**src/rtl/spi_mf_pkg.sv**
```systemverilog
package spi_mf_pkg;
  localparam int unsigned DIV_W  = 3;
  localparam int unsigned DATA_W = 8;
  localparam int unsigned EDGES  = 2 * DATA_W;
endpackage

```
**src/rtl/spi_mf_ctrl.sv**
```systemverilog
module spi_mf_ctrl (
  input  logic clk,
  input  logic rst_n,
  input  logic ctrl_wr,
  input  logic ctrl_master,
  input  logic ctrl_enable,
  input  logic sw_sel_en,
  input  logic sw_sel_level,
  input  logic ss_in,
  input  logic fault_clr,
  output logic sel_ok,
  output logic master_q,
  output logic enable_q,
  output logic fault_q
);
  logic fault_now;

  assign sel_ok    = sw_sel_en ? sw_sel_level : ss_in;
  assign fault_now = !sel_ok && (master_q || (ctrl_wr && ctrl_master));

  always_ff @(posedge clk or negedge rst_n) begin
    if (!rst_n) begin
      master_q <= 1'b0;
      enable_q <= 1'b0;
      fault_q  <= 1'b0;
    end else begin
      if (fault_now) begin
        master_q <= 1'b0;
        enable_q <= 1'b0;
      end else if (ctrl_wr) begin
        master_q <= ctrl_master;
        enable_q <= ctrl_enable;
      end
      if (fault_now)      fault_q <= 1'b1;
      else if (fault_clr) fault_q <= 1'b0;
    end
  end

  AST_FAULT_DROPS_MODE: assert property (@(posedge clk) disable iff (!rst_n)
    fault_now |=> (!master_q && !enable_q && fault_q));
  AST_FAULT_STICKY: assert property (@(posedge clk) disable iff (!rst_n)
    (fault_q && !fault_clr) |=> fault_q);
endmodule

```
**src/rtl/spi_mf_clkgen.sv**
```systemverilog
module spi_mf_clkgen #(
  parameter int unsigned DIV_W = spi_mf_pkg::DIV_W,
  parameter int unsigned EDGES = spi_mf_pkg::EDGES,
  localparam int unsigned CNT_W  = (1 << DIV_W) - 1,
  localparam int unsigned EIDX_W = $clog2(EDGES)
) (
  input  logic              clk,
  input  logic              rst_n,
  input  logic              start,
  input  logic              abort,
  input  logic [DIV_W-1:0]  div_code,
  input  logic              cpol,
  output logic              busy,
  output logic              sck,
  output logic              edge_evt,
  output logic [EIDX_W-1:0] edge_idx
);
  logic [DIV_W-1:0] div_q;
  logic [CNT_W-1:0] cnt_q;
  logic [CNT_W-1:0] half_m1;
  logic             last_edge;

  assign half_m1   = CNT_W'((32'd1 << div_q) - 32'd1);
  assign edge_evt  = busy && !abort && (cnt_q == half_m1);
  assign last_edge = edge_evt && (edge_idx == EIDX_W'(EDGES - 1));

  always_ff @(posedge clk or negedge rst_n) begin
    if (!rst_n) begin
      busy     <= 1'b0;
      sck      <= 1'b0;
      cnt_q    <= '0;
      edge_idx <= '0;
      div_q    <= '0;
    end else if (abort) begin
      busy <= 1'b0;
      sck  <= cpol;
    end else if (start) begin
      busy     <= 1'b1;
      sck      <= cpol;
      cnt_q    <= '0;
      edge_idx <= '0;
      div_q    <= div_code;
    end else if (busy) begin
      if (edge_evt) begin
        cnt_q    <= '0;
        sck      <= ~sck;
        edge_idx <= edge_idx + 1'b1;
        if (last_edge) busy <= 1'b0;
      end else begin
        cnt_q <= cnt_q + 1'b1;
      end
    end else begin
      sck <= cpol;
    end
  end

  AST_IDLE_LEVEL: assert property (@(posedge clk) disable iff (!rst_n)
    !busy |=> (sck == $past(cpol)));
  AST_LAST_EDGE_ENDS: assert property (@(posedge clk) disable iff (!rst_n)
    last_edge |=> !busy);
  AST_ABORT_STOPS: assert property (@(posedge clk) disable iff (!rst_n)
    (busy && abort) |=> !busy);
endmodule

```
**src/rtl/spi_mf_shifter.sv**
```systemverilog
module spi_mf_shifter #(
  parameter int unsigned DATA_W = spi_mf_pkg::DATA_W,
  localparam int unsigned EDGES  = 2 * DATA_W,
  localparam int unsigned EIDX_W = $clog2(EDGES)
) (
  input  logic              clk,
  input  logic              rst_n,
  input  logic              start,
  input  logic [DATA_W-1:0] tx_data,
  input  logic              cpha,
  input  logic              lsb_first,
  input  logic              busy,
  input  logic              edge_evt,
  input  logic [EIDX_W-1:0] edge_idx,
  input  logic              miso,
  output logic              mosi,
  output logic [DATA_W-1:0] rx_data,
  output logic              rx_valid
);
  logic              cpha_q, lsb_q;
  logic [DATA_W-1:0] tx_sh, rx_sh, rx_upd;
  logic              odd_edge, do_sample, do_shift, last_edge;

  assign odd_edge  = edge_idx[0];
  assign do_sample = edge_evt && (cpha_q ? odd_edge : !odd_edge);
  assign do_shift  = edge_evt && (cpha_q ? (!odd_edge && edge_idx != '0) : odd_edge);
  assign last_edge = edge_evt && (edge_idx == EIDX_W'(EDGES - 1));
  assign mosi      = busy && (lsb_q ? tx_sh[0] : tx_sh[DATA_W-1]);

  always_comb begin
    rx_upd = rx_sh;
    if (do_sample)
      rx_upd = lsb_q ? {miso, rx_sh[DATA_W-1:1]} : {rx_sh[DATA_W-2:0], miso};
  end

  always_ff @(posedge clk or negedge rst_n) begin
    if (!rst_n) begin
      cpha_q   <= 1'b0;
      lsb_q    <= 1'b0;
      tx_sh    <= '0;
      rx_sh    <= '0;
      rx_data  <= '0;
      rx_valid <= 1'b0;
    end else begin
      rx_valid <= last_edge;
      if (start) begin
        cpha_q <= cpha;
        lsb_q  <= lsb_first;
        tx_sh  <= tx_data;
        rx_sh  <= '0;
      end else begin
        rx_sh <= rx_upd;
        if (do_shift) tx_sh <= lsb_q ? (tx_sh >> 1) : (tx_sh << 1);
        if (last_edge) rx_data <= rx_upd;
      end
    end
  end

  AST_DONE_SINGLE: assert property (@(posedge clk) disable iff (!rst_n)
    rx_valid |=> !rx_valid);
  AST_MOSI_QUIET: assert property (@(posedge clk) disable iff (!rst_n)
    !busy |-> !mosi);
endmodule

```
**src/rtl/spi_mf_master.sv**
```systemverilog
module spi_mf_master (
  input  logic                           clk,
  input  logic                           rst_n,
  input  logic [spi_mf_pkg::DIV_W-1:0]   cfg_div,
  input  logic                           cfg_cpol,
  input  logic                           cfg_cpha,
  input  logic                           cfg_lsb_first,
  input  logic                           ctrl_wr,
  input  logic                           ctrl_master,
  input  logic                           ctrl_enable,
  input  logic                           sw_sel_en,
  input  logic                           sw_sel_level,
  input  logic                           ss_in,
  input  logic                           fault_clr,
  input  logic [spi_mf_pkg::DATA_W-1:0]  tx_data,
  input  logic                           tx_valid,
  output logic                           tx_ready,
  output logic [spi_mf_pkg::DATA_W-1:0]  rx_data,
  output logic                           rx_valid,
  output logic                           busy,
  output logic                           mode_fault,
  output logic                           master_on,
  output logic                           enable_on,
  output logic                           sck,
  output logic                           mosi,
  input  logic                           miso
);
  localparam int unsigned EIDX_W = $clog2(spi_mf_pkg::EDGES);

  logic              sel_ok, active, start, abort, edge_evt;
  logic [EIDX_W-1:0] edge_idx;

  spi_mf_ctrl u_ctrl (
    .clk(clk), .rst_n(rst_n), .ctrl_wr(ctrl_wr), .ctrl_master(ctrl_master),
    .ctrl_enable(ctrl_enable), .sw_sel_en(sw_sel_en), .sw_sel_level(sw_sel_level),
    .ss_in(ss_in), .fault_clr(fault_clr), .sel_ok(sel_ok),
    .master_q(master_on), .enable_q(enable_on), .fault_q(mode_fault)
  );

  assign active   = master_on && enable_on;
  assign tx_ready = active && sel_ok && !busy;
  assign start    = tx_valid && tx_ready;
  assign abort    = busy && (!sel_ok || !active);

  spi_mf_clkgen u_clk (
    .clk(clk), .rst_n(rst_n), .start(start), .abort(abort), .div_code(cfg_div),
    .cpol(cfg_cpol), .busy(busy), .sck(sck), .edge_evt(edge_evt), .edge_idx(edge_idx)
  );

  spi_mf_shifter u_shift (
    .clk(clk), .rst_n(rst_n), .start(start), .tx_data(tx_data), .cpha(cfg_cpha),
    .lsb_first(cfg_lsb_first), .busy(busy), .edge_evt(edge_evt), .edge_idx(edge_idx),
    .miso(miso), .mosi(mosi), .rx_data(rx_data), .rx_valid(rx_valid)
  );

  AST_READY_IDLE_ONLY: assert property (@(posedge clk) disable iff (!rst_n)
    busy |-> !tx_ready);
  AST_NO_START_INACTIVE: assert property (@(posedge clk) disable iff (!rst_n)
    (!busy && !tx_ready) |=> !busy);
endmodule

```
**config.mk**
```make
export PLATFORM = sky130hd
export DESIGN_NAME = spi_mf_master
export DESIGN_NICKNAME = d
export VERILOG_FILES = /design/src/rtl/spi_mf_pkg.sv /design/src/rtl/spi_mf_ctrl.sv /design/src/rtl/spi_mf_clkgen.sv /design/src/rtl/spi_mf_shifter.sv /design/src/rtl/spi_mf_master.sv
export SDC_FILE = /design/constraint.sdc
export NUM_CORES = 1
export LEC_CHECK = 0
export ABC_AREA = 1
export BUFFER_PORTS_ARGS = -buffer_cell sky130_fd_sc_hd__clkbuf_2
export CORE_ASPECT_RATIO = 2
export CORE_MARGIN = 2
export CORE_UTILIZATION = 25
export DETAILED_ROUTE_END_ITERATION = 12
export PLACE_DENSITY = 0.44
export SETUP_SLACK_MARGIN = 0.3
export SLEW_MARGIN = 0
export SYNTH_ARGS = -nofsm -noshare
export SYNTH_HDL_FRONTEND = slang
export SYNTH_HIERARCHICAL = 1
export SYNTH_SLANG_ARGS = --single-unit
```
**constraint.sdc**
```tcl
create_clock -name clk -period 5.5 [get_ports clk]
set_clock_uncertainty 0.2 [all_clocks]
set_input_delay 1.1 -clock clk [delete_from_list [all_inputs] [get_ports clk]]
set_output_delay 1.1 -clock clk [all_outputs]
set_load 0.01 [all_outputs]
```
Yosys cells after proc, flatten, opt, wreduce, memory -nomap -nowiden

Index checks and enable logic that the tools add are counted.

Bits in registers: 46
Word-level logic and storage cells: 86
Input port bits: 25
Output and inout port bits: 16

Bitwise operators: 3
Reduce and logical (&&, ||, !) cells: 31
$add $sub $neg: 3
Muxes and demuxes: 31
Equality and inequality tests: 3
Shifts and indexed selects: 1

Operators with widths:

| operator                                              | count |
|---|---|
| 2-to-1 mux 8 bit                                      | 6 |
| 2-to-1 mux 7 bit                                      | 3 |
| 2-to-1 mux 1 bit                                      | 19 |
| logical AND 1 bit                                     | 14 |
| 2-to-1 mux 4 bit                                      | 3 |
| nonzero test 2 bit                                    | 5 |
| adder 7 x 1 -> 7 bit, second input constant           | 1 |
| equality test 7 bit                                   | 1 |
| left shift 1 x 3 -> 7 bit, first input constant       | 1 |
| subtractor 7 x 1 -> 7 bit, second input constant      | 1 |
| AND reduction 2 bit                                   | 3 |
| logical NOT 1 bit                                     | 5 |
| adder 4 x 1 -> 4 bit, second input constant           | 1 |
| equality test 4 bit, second input constant            | 1 |
| inequality test 4 x 2 -> 1 bit, second input constant | 1 |
| nonzero test 4 bit                                    | 1 |
| inverter 1 bit                                        | 3 |
| AND reduction 3 bit                                   | 1 |
| logical OR 1 bit                                      | 2 |

Longest topological paths before layout

Gate-level depths: netlist (run 1).

Depth in word-level cells: 13
Gate-level depth with buffers: 17
Gate-level depth less buffers: 17

Hierarchy

The synthesis (run 1) kept the hierarchy.

Modules (own cells, without submodules):

| module         | cells an instance | sequential area each (um2) | area each (um2) | instances |
|---|---|---|---|---|
| spi_mf_shifter | 206               | 675.6                      | 1,452.6         | 1 |
| spi_mf_clkgen  | 144               | 400.4                      | 1,031.0         | 1 |
| spi_mf_ctrl    | 26                | 75.1                       | 168.9           | 1 |
| spi_mf_master  | 8                 | 0.0                        | 33.8            | 1 |

Worst setup path before layout (run 1)

Ideal clock, no wire load.

Path kind: input-to-reg
From: input port sw_sel_level
To: register u_shift.rx_data[0]
Arrival time: 2.695 ns
Path buffers: 0
Cell stages on the path: 17
Library setup time: 0.117 ns
Required time: 5.183 ns
Path slack: 2.488 ns
Cells stage by stage: inv_1 -> nand2_1 -> nand2_2 -> inv_2 -> nand3_1 -> nand2_1 -> inv_1 -> nor2_1 -> nand4_1 -> nor2_2 -> nand3_4 -> inv_1 -> nand2_2 -> nor3_4 -> inv_4 -> nand2_1 -> nand2_1

Word-level cells in the longest chain between the ends: 9
Elaborated cells between the ends (all ways): 15
Those cells by class: mux: 2; bitwise: 1; reduce/logical: 12

RTL lines:

| item                                                    | RTL line                                   | source |
|---|---|---|
| start: declaration                                      | spi_mf_master.sv:12                        | `input logic sw_sel_level,` |
| 2-to-1 mux 1 bit *                                      | spi_mf_ctrl.sv:18                          | `assign sel_ok = sw_sel_en ? sw_sel_level : ss_in;` |
| named net sel_ok                                        | spi_mf_master.sv:30                        | `logic sel_ok, active, start, abort, edge_evt;` |
| logical NOT 1 bit *                                     | spi_mf_master.sv:43                        | `assign abort = busy && (!sel_ok \|\| !active);` |
| logical OR 1 bit *                                      | spi_mf_master.sv:43                        |  |
| logical AND 1 bit *                                     | spi_mf_master.sv:43                        |  |
| named net abort                                         | spi_mf_master.sv:30                        |  |
| logical NOT 1 bit *                                     | spi_mf_clkgen.sv:24                        | `assign edge_evt = busy && !abort && (cnt_q == half_m1);` |
| logical AND 1 bit * (2 in a row)                        | spi_mf_clkgen.sv:24                        |  |
| named net edge_evt                                      | spi_mf_master.sv:30                        |  |
| logical AND 1 bit, on equally long branches             | spi_mf_shifter.sv:25, spi_mf_shifter.sv:27 |  |
| 2-to-1 mux 8 bit or AND reduction 2 bit (tied branches) | --                                         |  |
| end signal: assignment                                  | spi_mf_shifter.sv:54                       | `if (last_edge) rx_data <= rx_upd;` |
| end: declaration                                        | spi_mf_shifter.sv:17                       | `output logic [DATA_W-1:0] rx_data,` |

The timed path passes the listed nets; every way through them passes the cells marked *.
A chain may end at the register's enable or synchronous reset.

Worst setup path in the final report (run 1)

From: input port sw_sel_en
To: register u_shift.rx_data[7]

Word-level cells in the longest chain between the ends: 9
Elaborated cells between the ends (all ways): 15
Those cells by class: mux: 2; bitwise: 1; reduce/logical: 12

RTL lines:

| item                                                    | RTL line                                   | source |
|---|---|---|
| start: declaration                                      | spi_mf_master.sv:11                        | `input logic sw_sel_en,` |
| 2-to-1 mux 1 bit *                                      | spi_mf_ctrl.sv:18                          |  |
| named net sel_ok                                        | spi_mf_master.sv:30                        |  |
| logical NOT 1 bit *                                     | spi_mf_master.sv:43                        |  |
| logical OR 1 bit *                                      | spi_mf_master.sv:43                        |  |
| logical AND 1 bit *                                     | spi_mf_master.sv:43                        |  |
| named net abort                                         | spi_mf_master.sv:30                        |  |
| logical NOT 1 bit *                                     | spi_mf_clkgen.sv:24                        |  |
| logical AND 1 bit * (2 in a row)                        | spi_mf_clkgen.sv:24                        |  |
| named net edge_evt                                      | spi_mf_master.sv:30                        |  |
| logical AND 1 bit, on equally long branches             | spi_mf_shifter.sv:25, spi_mf_shifter.sv:27 |  |
| 2-to-1 mux 8 bit or AND reduction 2 bit (tied branches) | --                                         |  |

Marked as above.

==> results.txt, run 1 <==
* Flops & latches, synth: 46
* P per Cell Area: 394 mW/mm^2
- # H-tree levels: 2
- The number of gates resized after CTS was 0.
- Dividing the detail-routed wire length by the instance count gives 12.5 microns.
- Fraction of power consumed by the clock network: 25.0%
- Cell family contributing the most delay on the critical path: simple AND/OR/NAND/NOR gates
* Final count of pins violating max slew: 0
- For this run, the register share of the synthesized area comes to 42.9%.
- Timing would allow up to 303 MHz.
* Pin slew with the least headroom to its limit: 0.608 ns
- Post-detailed-routing wire length: 7030 microns
- Die height: 151 microns
- Data on the critical path is required at its endpoint by 5.48 ns.
* Share of the synthesized area in the top cell type: 42.9%
- Inserted Clock Buffers: 5
- Post-synthesis to final-layout area growth: 17.8%
- The die is 77.3 microns wide.
* Vias per inst: 4.40
- Per report_power, the combinational group accounts for 34.8% of the total.
* Later-pin clock latency in the skew report: 0.29 ns
* Cell count after placement: 554
- Setup repair after global routing left no endpoint under its margin.
- Post-synth EDFFs: 0
- In this run the worst path has a maximum fanout of 11.
- Fraction of synthesis flops using an asynchronous set or reset pin: 100%
- Worst Setup Path Type: in2reg
- During synthesis, Yosys emitted a total of 6 warnings.
* Type of element capturing the critical path: register
* Mapped Nets: 411
* CTS tree: built
- Synth area leaders: sky130_fd_sc_hd__dfrtp_1 (43%), sky130_fd_sc_hd__nand2_1 (20%), sky130_fd_sc_hd__nand3_1 (8.6%), sky130_fd_sc_hd__inv_1 (5.4%), sky130_fd_sc_hd__nor2_1 (5.4%)
- The largest single stage delay on the critical path is 0.40 ns.
- The detail route stage leaves a number of antenna-violating nets equal to 0.
* Number of hold buffers added after CTS: 0
- Leak Pwr: 0.00173 uW
- Clk root buf: sky130_fd_sc_hd__clkbuf_16
* N_diodes: 0
* Post-Synthesis Mean Instance Area: 7.00 sq um
- For the final routed database, the setup TNS stands at 0 ns.
- In the final layout, the multi-input gates occupy 0.00130 sq mm.
- Traced cell by cell, the critical path runs through clkbuf_2, inv_1, nand2_2, nand2_2, inv_2, nand3_1, nand2_1, inv_1, nor2_1, nand4_1, nor2_2, nand3_4, inv_1, nand2_2, nor3_4, inv_4, nand2_1, nand2_1.
- The count of endpoints failing hold in the final timing report was 0.
* Post-layout net count: 451
- Run status: complete, no violations
- The library cells used most frequently in the layout, excluding fill and tap cells, are sky130_fd_sc_hd__nand2_1 (143), sky130_fd_sc_hd__nand3_1 (46), sky130_fd_sc_hd__dfrtp_1 (46), sky130_fd_sc_hd__clkbuf_2 (40).
- Of the total power, registers draw 40.2%.
- For this run, design rule violations remaining after detail routing come to 0.
- Die footprint: 0.0116 sq mm
- Arr. time, crit path: 3.28 ns
* Setup repair bufs after CTS: 0
- Input and output buffers added on the ports amount to 40.
* Fin Hold WS: 0.283 ns
* Fill cells: 1,223
- In this run the critical register-to-register path is launched from u_ctrl/enable_q$_DFFE_PN0P_.
* Initial detailed-routing violation count: 117
- TritonCTS sink count: 46
- After clock tree synthesis, the clock-pin slew on the worst setup and hold paths is 0.06 ns.
- Across all layers, the routed design uses 2,473 vias.
* Combined area of all synthesized cells: 0.00269 sq mm
- Across the VDD grid, the largest voltage drop is 0.000134 V.
* Detailed Routing Iterations Pass 1: 4
* Area of all sequential standard cells: 0.00115 sq mm
* Overflow left after global routing: 0
- Worst hold path stage count: 2
* Critical-path top delay cell: sky130_fd_sc_hd__nor3_4
* Switching Fraction: 40.8%
- I/O pin count: 41
- The congestion estimate from routability-driven global placement came to 0.847.
- For this design the total switching power over the nets is 508 uW.
- Worst reg-to-reg setup slack: 2.88 ns
- Count of buffer and inverter cells on the critical path: 6
- Total global-route track usage: 13.0%
- Maximum buffer depth of the clock tree: 2
- Detailed placement ended at an HPWL of 5320 microns.
- The worst hold path begins at u_shift/rx_data[4]$_DFFE_PN0P_.
- Part of the cycle the worst path needs: 60.0%
- Setup violations remaining at the end of the flow were counted as 0.
- The total area inside the core boundary comes to 0.0105 sq mm.
* Global-route wire length before repair: 11,700 microns
* Launching element type of the critical path: input pin
- Top cell type by total area after synthesis: sky130_fd_sc_hd__dfrtp_1
* Synth unique cells: 29
- Headroom to the max-slew limit came out at 59.5%.
- Entering global routing, the biggest net connects 47 pins.
* Final critical-path required period: 3.30 ns
- Initial Utilization: 25.6%
- The finished layout holds 562 standard cells, fillers aside.
- Synthesis handed over a netlist of 384 instances.
- Fraction of final layout cells with drive strength greater than 1: 16.9%
- Max Cap Viol: 0
- The library cell used most frequently in the layout, excluding fill and tap cells, is sky130_fd_sc_hd__nand2_1.
- Endpoint of the worst hold-timing path: u_shift/rx_data[4]$_DFFE_PN0P_
* Vias in the first global route: 2,536
- Worst reg-to-reg path cell count: 13
- Internal power: 738 uW
- The initial antenna violation count is 0.
* Capturing point of the worst reg2reg path: u_shift/rx_data[7]$_DFFE_PN0P_
- Classification of the worst-slack hold path: reg2reg
- The floorplan has 53 rows.
* Primary FF master, synth: sky130_fd_sc_hd__dfrtp_1
## tightest hold or removal path: stages, from the launching register on
cell	delay, ns
sky130_fd_sc_hd__dfrtp_1	0.35
sky130_fd_sc_hd__nand2_1	0.05
sky130_fd_sc_hd__nand2_1	0.05
## cells in the mapped netlist, types with 4 or more instances
cell                      count
sky130_fd_sc_hd__nand4_1      4
sky130_fd_sc_hd__buf_2        5
sky130_fd_sc_hd__nand3_1     46
sky130_fd_sc_hd__dfrtp_1     46
sky130_fd_sc_hd__nand2_1    143
sky130_fd_sc_hd__inv_2        6
sky130_fd_sc_hd__nor2_2       4
sky130_fd_sc_hd__nor2_1      39
sky130_fd_sc_hd__xor2_1       7
sky130_fd_sc_hd__a31oi_1      6
sky130_fd_sc_hd__nand2_2      6
sky130_fd_sc_hd__inv_1       39
sky130_fd_sc_hd__o21ai_0     11
## through the flow
step                      util, %  area (sq um)  setup WS, ns  power [uW]
after CTS                    30.2          3170          2.16        1270
after global placement       28.8          3020          1.92         945
after detailed placement     28.8          3020          1.85         948
after floorplan                 -          2690          2.49         825
final                        30.2          3170          2.20        1250
after global routing         30.2          3170          1.91        1350
## power by group through the flow
stage | logic [uW] | clock network (uW) | registers [uW]
after global routing | 499 | 337 | 514
after floorplan | 360 | 0 | 465
after CTS | 443 | 325 | 502
final | 434 | 312 | 500
after global placement | 438 | 0 | 507
after detailed placement | 441 | 0 | 507
## how the worst max path moves through the flow
stage | from | end | slack, ns | depth (start not counted)
global placement | sw_sel_en | u_shift/rx_data[6]$_DFFE_PN0P_ | 1.92 | 18
finish | sw_sel_en | u_shift/rx_data[7]$_DFFE_PN0P_ | 2.20 | 18
floorplan | sw_sel_level | u_shift/rx_data[0]$_DFFE_PN0P_ | 2.49 | 17
CTS | sw_sel_en | u_shift/rx_data[7]$_DFFE_PN0P_ | 2.16 | 18
detailed placement | sw_sel_en | u_shift/rx_data[7]$_DFFE_PN0P_ | 1.85 | 18
global route | sw_sel_level | u_shift/rx_data[2]$_DFFE_PN0P_ | 1.91 | 18
## cell families (layout without fill, tap and decap cells)
| logic type | count (synthesis) | after routing | synth area share, % |
|---|---|---|---|
| AND/OR/NAND/NOR | 251 | 251 | 40.7 |
| buffers and inverters | 56 | 97 | 8.71 |
| flip-flops | 46 | 46 | 42.9 |
| AO/OA/AOI/OAI | 21 | 21 | 4.19 |
| XOR/XNOR | 8 | 8 | 2.61 |
| adder cells (fa/ha/maj) | 2 | 2 | 0.931 |
## flip-flops by register name, indices dropped and copies added (netlist names)
register,flops
u_shift/rx_data,8
u_shift/rx_sh,8
u_shift/tx_sh,8
u_clk/cnt_q,7
u_clk/edge_idx,4
u_clk/div_q,3
u_clk/busy,1
u_clk/sck,1
u_ctrl/enable_q,1
u_ctrl/fault_q,1
u_ctrl/master_q,1
u_shift/cpha_q,1
u_shift/lsb_q,1
u_shift/rx_valid,1
## metal layers
layer	track usage, %	wire, microns	vias to the layer above	part of all wire [%]
li1	-	-	1279	-
met1	11.9	2530	1150	36
met2	26.3	4130	32	59
met3	2.16	159	12	2.3
met4	6.96	203	0	2.9
met5	0	0	-	0
## final cells by class
| type | count | share of cell area (%) |
|---|---|---|
| timing repair buffer | 42 | 6.80 |
| multi-input combinational | 282 | 41.1 |
| clock inverter | 1 | 0.158 |
| inverter | 47 | 5.65 |
| clock buffer | 7 | 4.51 |
| sequential | 46 | 36.4 |
| tap | 137 | 5.42 |
Note: power is estimated with default switching activity, not from simulation.
==> run 2: changes to the inputs <==
- clock period: 5.5 -> 3.09 ns (I/O delays scaled with it)
==> results.txt, run 2 (same netlist as run 1, synthesis figures left out) <==
- The run finished with clean final reports.
* Switching Fraction: 40.2% (-0.61 points)
- Most common cell after layout, fill and taps aside: sky130_fd_sc_hd__nand2_1
- Floorplan Core Area: 0.0105 sq mm (unchanged)
- Final count of pins violating max slew: 0 (unchanged)
- The count of endpoints failing hold in the final timing report was 0 (unchanged).
* Critical path required time: 3.07 ns (-2.41 ns)
- Cell family contributing the most delay on the critical path: simple AND/OR/NAND/NOR gates
- Max Cap Viol: 0 (unchanged)
* Fill cells: 1,208 (-1.2%)
* Remaining routing DRC violations: 0 (unchanged)
* Overflow left after global routing: 0 (unchanged)
* Leak Pwr: 0.00176 uW (+1.5%)
- The DRC violation total after the first TritonRoute iteration came to 105 (-10%).
* Final critical-path required period: 2.55 ns
- TritonCTS built the clock tree.
- The critical path goes through clkbuf_2, inv_1, nand2_2, nand2_2, inv_2, nand3_1, nand2_1, inv_1, nor2_1, nand4_1, nor2_2, nand3_4, inv_1, nand2_2, nor3_4, inv_4, nand2_1, nand2_1.
* Cell count after placement: 557 (+0.54%)
- Worst Setup Path Type: in2reg
* Largest net degree at the start of global routing: 25 (-47%)
- Total global-route track usage: 12.8% (-0.24 points)
* Fraction of power consumed by the clock network: 25.9% (+0.9 points)
- The max-slew headroom at the worst pin came to 70.1% (+11 points).
- Net switching power: 906 uW (+78%)
- Detailed Routing Iterations Pass 1: 4 (unchanged)
- HPWL after DPL: 5310 microns (-0.14%)
* N_diodes: 0 (unchanged)
- Gpl congestion: 0.844 (-0.32%)
- Later-pin clock latency in the skew report: 0.29 ns (about the same)
- The initial antenna violation count was 0 (unchanged).
- The die width came to 77.3 microns (unchanged).
* Post-synthesis to final-layout area growth: 19.7%
* Number of setup violations in the final report: 0 (unchanged)
- P per Cell Area: 701 mW/mm^2 (+78%)
* Launching element type of the critical path: input pin
- The final standard cell count with taps included and fillers excluded came to 566 (+0.71%).
* Setup TNS: 0 ns (unchanged)
- The H-tree depth is 2 (unchanged).
- The initial standard-cell utilization of the core is 25.6% (unchanged).
- Top library cells by usage in the layout, fill and taps aside: sky130_fd_sc_hd__nand2_1 (143), sky130_fd_sc_hd__nand3_1 (46), sky130_fd_sc_hd__dfrtp_1 (46), sky130_fd_sc_hd__clkbuf_2 (40)
- The mean number of vias per cell was 4.35 (-1.2%).
* Unrepaired setup endpoints after global routing: no
- The y dimension of the die came to 151 microns (unchanged).
- Pin slew with the least headroom to its limit: 0.447 ns (-0.161 ns)
- The area enclosed by the die boundary was 0.0116 sq mm (unchanged).
* TritonCTS sink count: 46 (unchanged)
- The min-delay analysis places its worst path in the category reg2reg.
* Inserted Clock Buffers: 5 (unchanged)
- The internal power of the cells was 1350 uW (+83%).
- Type of element capturing the critical path: register
* Standard-cell rows: 53 (unchanged)
- The final-stage net count came to 455 (+0.89%).
- Part of the cycle the worst path needs: 82.5%
- The highest cell delay on the worst timing path came to 0.37 ns (-0.03 ns).
- The depth of the most critical reg-to-reg path is 13 (unchanged).
- The total power was 2250 uW (+81%).
- The maximum fanout count along the critical path was 9 (-2).
- The count of nets left with antenna violations after detail routing came to 0 (unchanged).
- Sequential Power Share: 37.9% (-2.3 points)
- The count of cell instances traversed by the critical path was 18 (unchanged).
- The via count of the routed design came to 2,460 (-0.53%).
* Critical-path top delay cell: sky130_fd_sc_hd__nor3_4
* Clock slew seen by the registers of the worst setup and hold paths: 0.06 ns (about the same)
* Fraction of final layout cells with drive strength greater than 1: 17.7% (+0.77 points)
- The wire length of the first global-routing pass was 11,600 microns (-0.94%).
- The maximum ir drop on the vdd rail was 0.000263 V (+96%).
- Worst hold path stage count: 2 (unchanged)
- The largest buffer count on any clock path came to 2 (unchanged).
- The via count of the first global-routing pass is 2,400 (-5.4%).
* Portion of total power attributed to combinational logic: 36.2% (+1.4 points)
- Number of buffers inserted by port buffering: 40 (unchanged)
- The buffers plus inverters on the worst setup path is 6 (unchanged).
- CTS placed an instance of sky130_fd_sc_hd__clkbuf_16 at the clock tree root.
- The arrival time at the worst endpoint came to 2.53 ns (-0.75 ns).
- WL/cell: 12.1 microns (-3.0%)
- Largest regs: u_shift/rx_data (8), u_shift/rx_sh (8), u_shift/tx_sh (8)
* I/O pin count: 41 (unchanged)
* Post-detailed-routing wire length: 6870 microns (-2.3%)
- Highest clock rate: 392 MHz
run 2: cell count changes in the layout (fill, tap and decap cells not counted), sizes merged:
cell	change
buf	+3
dlygate4sd3	+1
run 2: power by group through the flow:
| stage | clock, uW | combinational (uW) | sequential [uW] |
|---|---|---|---|
| 5_1_grt | 628 | 946 | 879 |
| 3_3_place_gp | 0 | 823 | 870 |
| 6_report | 584 | 815 | 855 |
| 3_5_place_dp | 0 | 824 | 869 |
| 2_1_floorplan | 0 | 641 | 828 |
| 4_1_cts | 605 | 830 | 858 |
run 2: layer usage:
metal | share of wire (%) | up-vias | track usage, %
met5 | 0 | - | 0
met4 | 1.9 | 0 | 5.09
met3 | 2.2 | 6 | 1.98
met2 | 59 | 25 | 25.2
met1 | 37 | 1142 | 13.0
li1 | - | 1287 | -
run 2: what timing repair did:
action,4_1_cts,5_1_grt
endpoints found under the hold margin,6,0
setup buffers,0,0
hold buffers,1,0
gates resized for setup,0,1
setup endpoints to repair,0,9
run 2: cell type report:
| class | count | area [sq um] | share of cell area [%] |
|---|---|---|---|
| Clock inverter | 1 | 8.76 | 0.272 |
| Tap cell | 137 | 171 | 5.33 |
| Inverter | 47 | 179 | 5.56 |
| Timing Repair Buffer | 46 | 248 | 7.70 |
| Clock buffer | 7 | 153 | 4.75 |
| Sequential cell | 46 | 1150 | 35.8 |
| Multi-Input combinational cell | 282 | 1310 | 40.6 |
run 2: tightest hold or removal path: cells and delay by family, from the launching register on:
| kind | cells | cell delay [ns] |
|---|---|---|
| simple gates | 2 | 0.10 |
| flops | 1 | 0.34 |
run 2: path summary, 6_finish.rpt:
path / slack [ns] / endpoint / start
worst max-delay path: 0.54 / u_shift/rx_data[2]$_DFFE_PN0P_ / sw_sel_en
worst min-delay path: 0.28 / u_shift/rx_data[3]$_DFFE_PN0P_ / u_shift/rx_data[3]$_DFFE_PN0P_
worst max register to register: 0.75 / u_shift/rx_data[2]$_DFFE_PN0P_ / u_ctrl/enable_q$_DFFE_PN0P_
worst min register to register: 0.28 / u_shift/rx_data[3]$_DFFE_PN0P_ / u_shift/rx_data[3]$_DFFE_PN0P_
max in group asynchronous: 1.59 / u_clk/sck$_DFFE_PN0P_ / rst_n
min in group asynchronous: 0.50 / u_shift/tx_sh[2]$_DFFE_PN0P_ / rst_n
run 2: metrics by stage:
stage / setup WS, ns / instance area [sq um] / utilization (%) / hold WS [ns]
floorplan: 0.560 / 2690 / - / 0.122
CTS: 0.470 / 3210 / 30.7 / 0.287
global placement: 0.198 / 3040 / 29.0 / 0.267
global route: 0.320 / 3220 / 30.7 / 0.314
finish: 0.541 / 3220 / 30.7 / 0.279
detailed placement: 0.161 / 3040 / 29.0 / 0.270
==> run 3: changes to the inputs <==
- PLACE_DENSITY: 0.44 -> 0.45
- clock period: 3.09 -> 2.1 ns (I/O delays scaled with it)
==> results.txt, run 3 (same netlist as run 1, synthesis figures left out) <==
* Post-detailed-routing wire length: 7010 microns (+2.0%)
- Clock slew seen by the registers of the worst setup and hold paths: 0.06 ns (about the same)
- Final-report hold violation count: 0 (unchanged)
* Finished Cell Area: 0.00373 sq mm (+16%)
* Top library cells by usage in the layout, fill and taps aside: sky130_fd_sc_hd__nand2_1 (127), sky130_fd_sc_hd__nand3_1 (44), sky130_fd_sc_hd__dfrtp_1 (43), sky130_fd_sc_hd__clkbuf_2 (36), sky130_fd_sc_hd__nor2_1 (32)
- The number of endpoints failing setup at the final stage is 0 (unchanged).
- The initial standard-cell utilization of the core was 25.6% (unchanged).
* P per Cell Area: 1040 mW/mm^2 (+49%)
* Remaining routing DRC violations: 0 (unchanged)
- Critical path required time: 2.08 ns (-0.99 ns)
* HPWL after DPL: 5100 microns (-3.9%)
- TritonCTS built the clock tree.
* Arr. time, crit path: 1.98 ns (-0.55 ns)
- Setup TNS: 0 ns (unchanged)
- The area of combinational cells with multiple inputs is 0.00148 sq mm (+13%).
- Fin Hold WS: 0.139 ns (-0.140 ns)
- CP Depth: 14 (-4)
- The number of max-slew violations in the final report is 0 (unchanged).
- N_diodes: 0 (unchanged)
* Inserted Clock Buffers: 5 (unchanged)
* Area of all sequential standard cells: 0.00115 sq mm (+0.33%)
* Maximum buffer depth of the clock tree: 2 (unchanged)
- Fraction of final layout cells with drive strength greater than 1: 31.6% (+14 points)
- Leak Pwr: 0.00195 uW (+11%)
- The run finished with clean final reports.
- Worst reg-to-reg path cell count: 14 (+1)
* Die height: 151 microns (unchanged)
- Detailed Routing Iterations Pass 1: 4 (unchanged)
- Among cell families on the critical path, the largest total delay comes from simple AND/OR/NAND/NOR gates.
* Max stage delay on crit path: 0.48 ns (+0.11 ns)
- Fill cells: 1,189 (-1.6%)
- The maximum ir drop on the vdd rail was 0.000456 V (+74%).
* Post-synthesis to final-layout area growth: 38.8%
* Placed cell areas: 0.00323 sq mm (+6.1%)
* Gpl congestion: 0.813 (-3.7%)
- Floorplan Core Area: 0.0105 sq mm (unchanged)
- Setup repair after global routing could not meet its margin everywhere.
* Vias per inst: 4.48 (+3.0%)
* Worst Setup Path Type: reg2reg
* Clk root buf: sky130_fd_sc_hd__clkbuf_16
- Most common cell after layout, fill and taps aside: sky130_fd_sc_hd__nand2_1
* Overall via count from detail_route: 2,650 (+7.7%)
* Most prevalent standard cell on the critical path: sky130_fd_sc_hd__nand2_1
- Highest clock rate: 501 MHz
* Vias in the first global route: 2,606 (+8.6%)
- The worst path uses 95.1% of the clock period.
* Count of buffer and inverter cells on the critical path: 4 (-2)
- The pin slew with the least headroom to its limit was 0.355 ns (-0.0919 ns).
- The worst setup path is captured at a register.
- Worst max-slew margin expressed relative to the limit: 76.2% (+6.0 points)
- The DRC violation total after the first TritonRoute iteration was 103 (-1.9%).
- The worst hold path belongs to the class in2reg.
* Antenna violations before repair: 0 (unchanged)
* Largest net degree at the start of global routing: 47 (+88%)
* Launching element type of the critical path: register
* Maximum net fanout on the critical path: 9 (unchanged)
- Worst hold path stage count: 3 (+1)
- WL/cell: 11.8 microns (-2.4%)
* Number of buffers inserted by port buffering: 40 (unchanged)
- The number of I/O pins was 41 (unchanged).
* Total global-route track usage: 12.7% (-0.046 points)
* Post-layout net count: 481 (+5.7%)
- The count of nets left with antenna violations after detail routing was 0 (unchanged).
- Standard-cell rows: 53 (unchanged)
- The wire length of the first global-routing pass came to 11,800 microns (+2.0%).
- The H-tree depth is 2 (unchanged).
- Overflow left after global routing: 0 (unchanged)
- The die width is 77.3 microns (unchanged).
- TritonCTS sink count: 46 (unchanged)
* Largest regs: u_shift/rx_data (8), u_shift/rx_sh (8), u_shift/tx_sh (8)
* Final critical-path required period: 2.00 ns
* Critical-path top delay cell: sky130_fd_sc_hd__dfrtp_2
- Die footprint: 0.0116 sq mm (unchanged)
- Later-pin clock latency in the skew report: 0.29 ns (about the same)
- Max Cap Viol: 0 (unchanged)
* List of cells traversed by the critical path: inv_2, nand2_2, nand2_1, nand3_1, nand2_1, nor2_2, nand3_4, inv_4, nand2_4, nor3_4, buf_12, inv_8, nand2_1, nand2_1
==> run 3: changes by cell type in the layout (fill, tap and decap cells not counted), sizes merged <==
cell,before,now
buf,5,32
bufinv,0,2
clkbuf,47,43
clkinv,2,1
clkinvlp,0,1
inv,46,45
nand2,150,151
nand3,49,50
==> run 3: repair_timing <==
| item | 4_1_cts | 5_1_grt |
|---|---|---|
| setup buffers | 4 | 4 |
| hold endpoints to repair | 46 | 0 |
| hold buffers | 1 | 0 |
| cloned | 2 | 0 |
| gates resized for setup | 29 | 40 |
| pin swaps | 8 | 6 |
| endpoints found under the setup margin | 40 | 41 |
==> run 3: power breakdown <==
part	total (uW)	internal [uW]	leakage, uW	switching (uW)
sequential	1300	1080	0.000595	215
combinational	1550	620	0.00126	928
clock	1050	715	0.0000971	338
==> run 3: worst register-to-register path, stage by stage (launching register included) <==
cell,delay (ns)
sky130_fd_sc_hd__dfrtp_2,0.48
sky130_fd_sc_hd__inv_2,0.08
sky130_fd_sc_hd__nand2_2,0.10
sky130_fd_sc_hd__nand2_1,0.05
sky130_fd_sc_hd__nand3_1,0.06
sky130_fd_sc_hd__nand2_1,0.07
sky130_fd_sc_hd__nor2_2,0.15
sky130_fd_sc_hd__nand3_4,0.09
sky130_fd_sc_hd__inv_4,0.08
sky130_fd_sc_hd__nand2_4,0.06
sky130_fd_sc_hd__nor3_4,0.16
sky130_fd_sc_hd__buf_12,0.16
sky130_fd_sc_hd__inv_8,0.05
sky130_fd_sc_hd__nand2_1,0.05
sky130_fd_sc_hd__nand2_1,0.05
==> run 3: worst paths after layout <==
path / start / to / slack (ns)
max reg2reg: u_clk/div_q[2]$_DFFE_PN0P_ / u_shift/rx_data[7]$_DFFE_PN0P_ / 0.10
max in group asynchronous: rst_n / u_shift/lsb_q$_DFFE_PN0P_ / 1.00
min in group asynchronous: rst_n / u_shift/rx_sh[1]$_DFF_PN0_ / 0.45
max: u_clk/div_q[2]$_DFFE_PN0P_ / u_shift/rx_data[7]$_DFFE_PN0P_ / 0.10
min: cfg_div[0] / u_clk/div_q[0]$_DFFE_PN0P_ / 0.14
min reg2reg: u_shift/rx_data[5]$_DFFE_PN0P_ / u_shift/rx_data[5]$_DFFE_PN0P_ / 0.26
==> run 3: area by class of cell <==
type / instances / share of cell area (%)
clock buffers: 6 / 3.72
clock inverters: 2 / 1.61
inverters: 47 / 5.50
multi-input cells: 284 / 39.7
flip-flops and latches: 46 / 31.0
well taps: 137 / 4.60
repair buffers: 70 / 13.9
==> run 3: routing by layer <==
metal | vias up | wire (microns) | global-route usage [%]
met5 | - | 0 | 0
met3 | 11 | 174 | 2.04
met2 | 36 | 4110 | 24.8
li1 | 1345 | - | -
met1 | 1258 | 2570 | 13.1
met4 | 0 | 158 | 5.45
==> run 3: per-stage QoR <==
step | total power (uW) | instances | utilization [%] | worst slack, ns
after floorplan | 2180 | 384 | - | -0.169
after global placement | 2570 | 573 | 30.8 | -0.338
after detailed placement | 2590 | 573 | 30.8 | -0.383
after CTS | 3830 | 588 | 34.2 | 0.0949
after global routing | 4210 | 592 | 35.6 | -0.0248
final | 3900 | 592 | 35.6 | 0.102
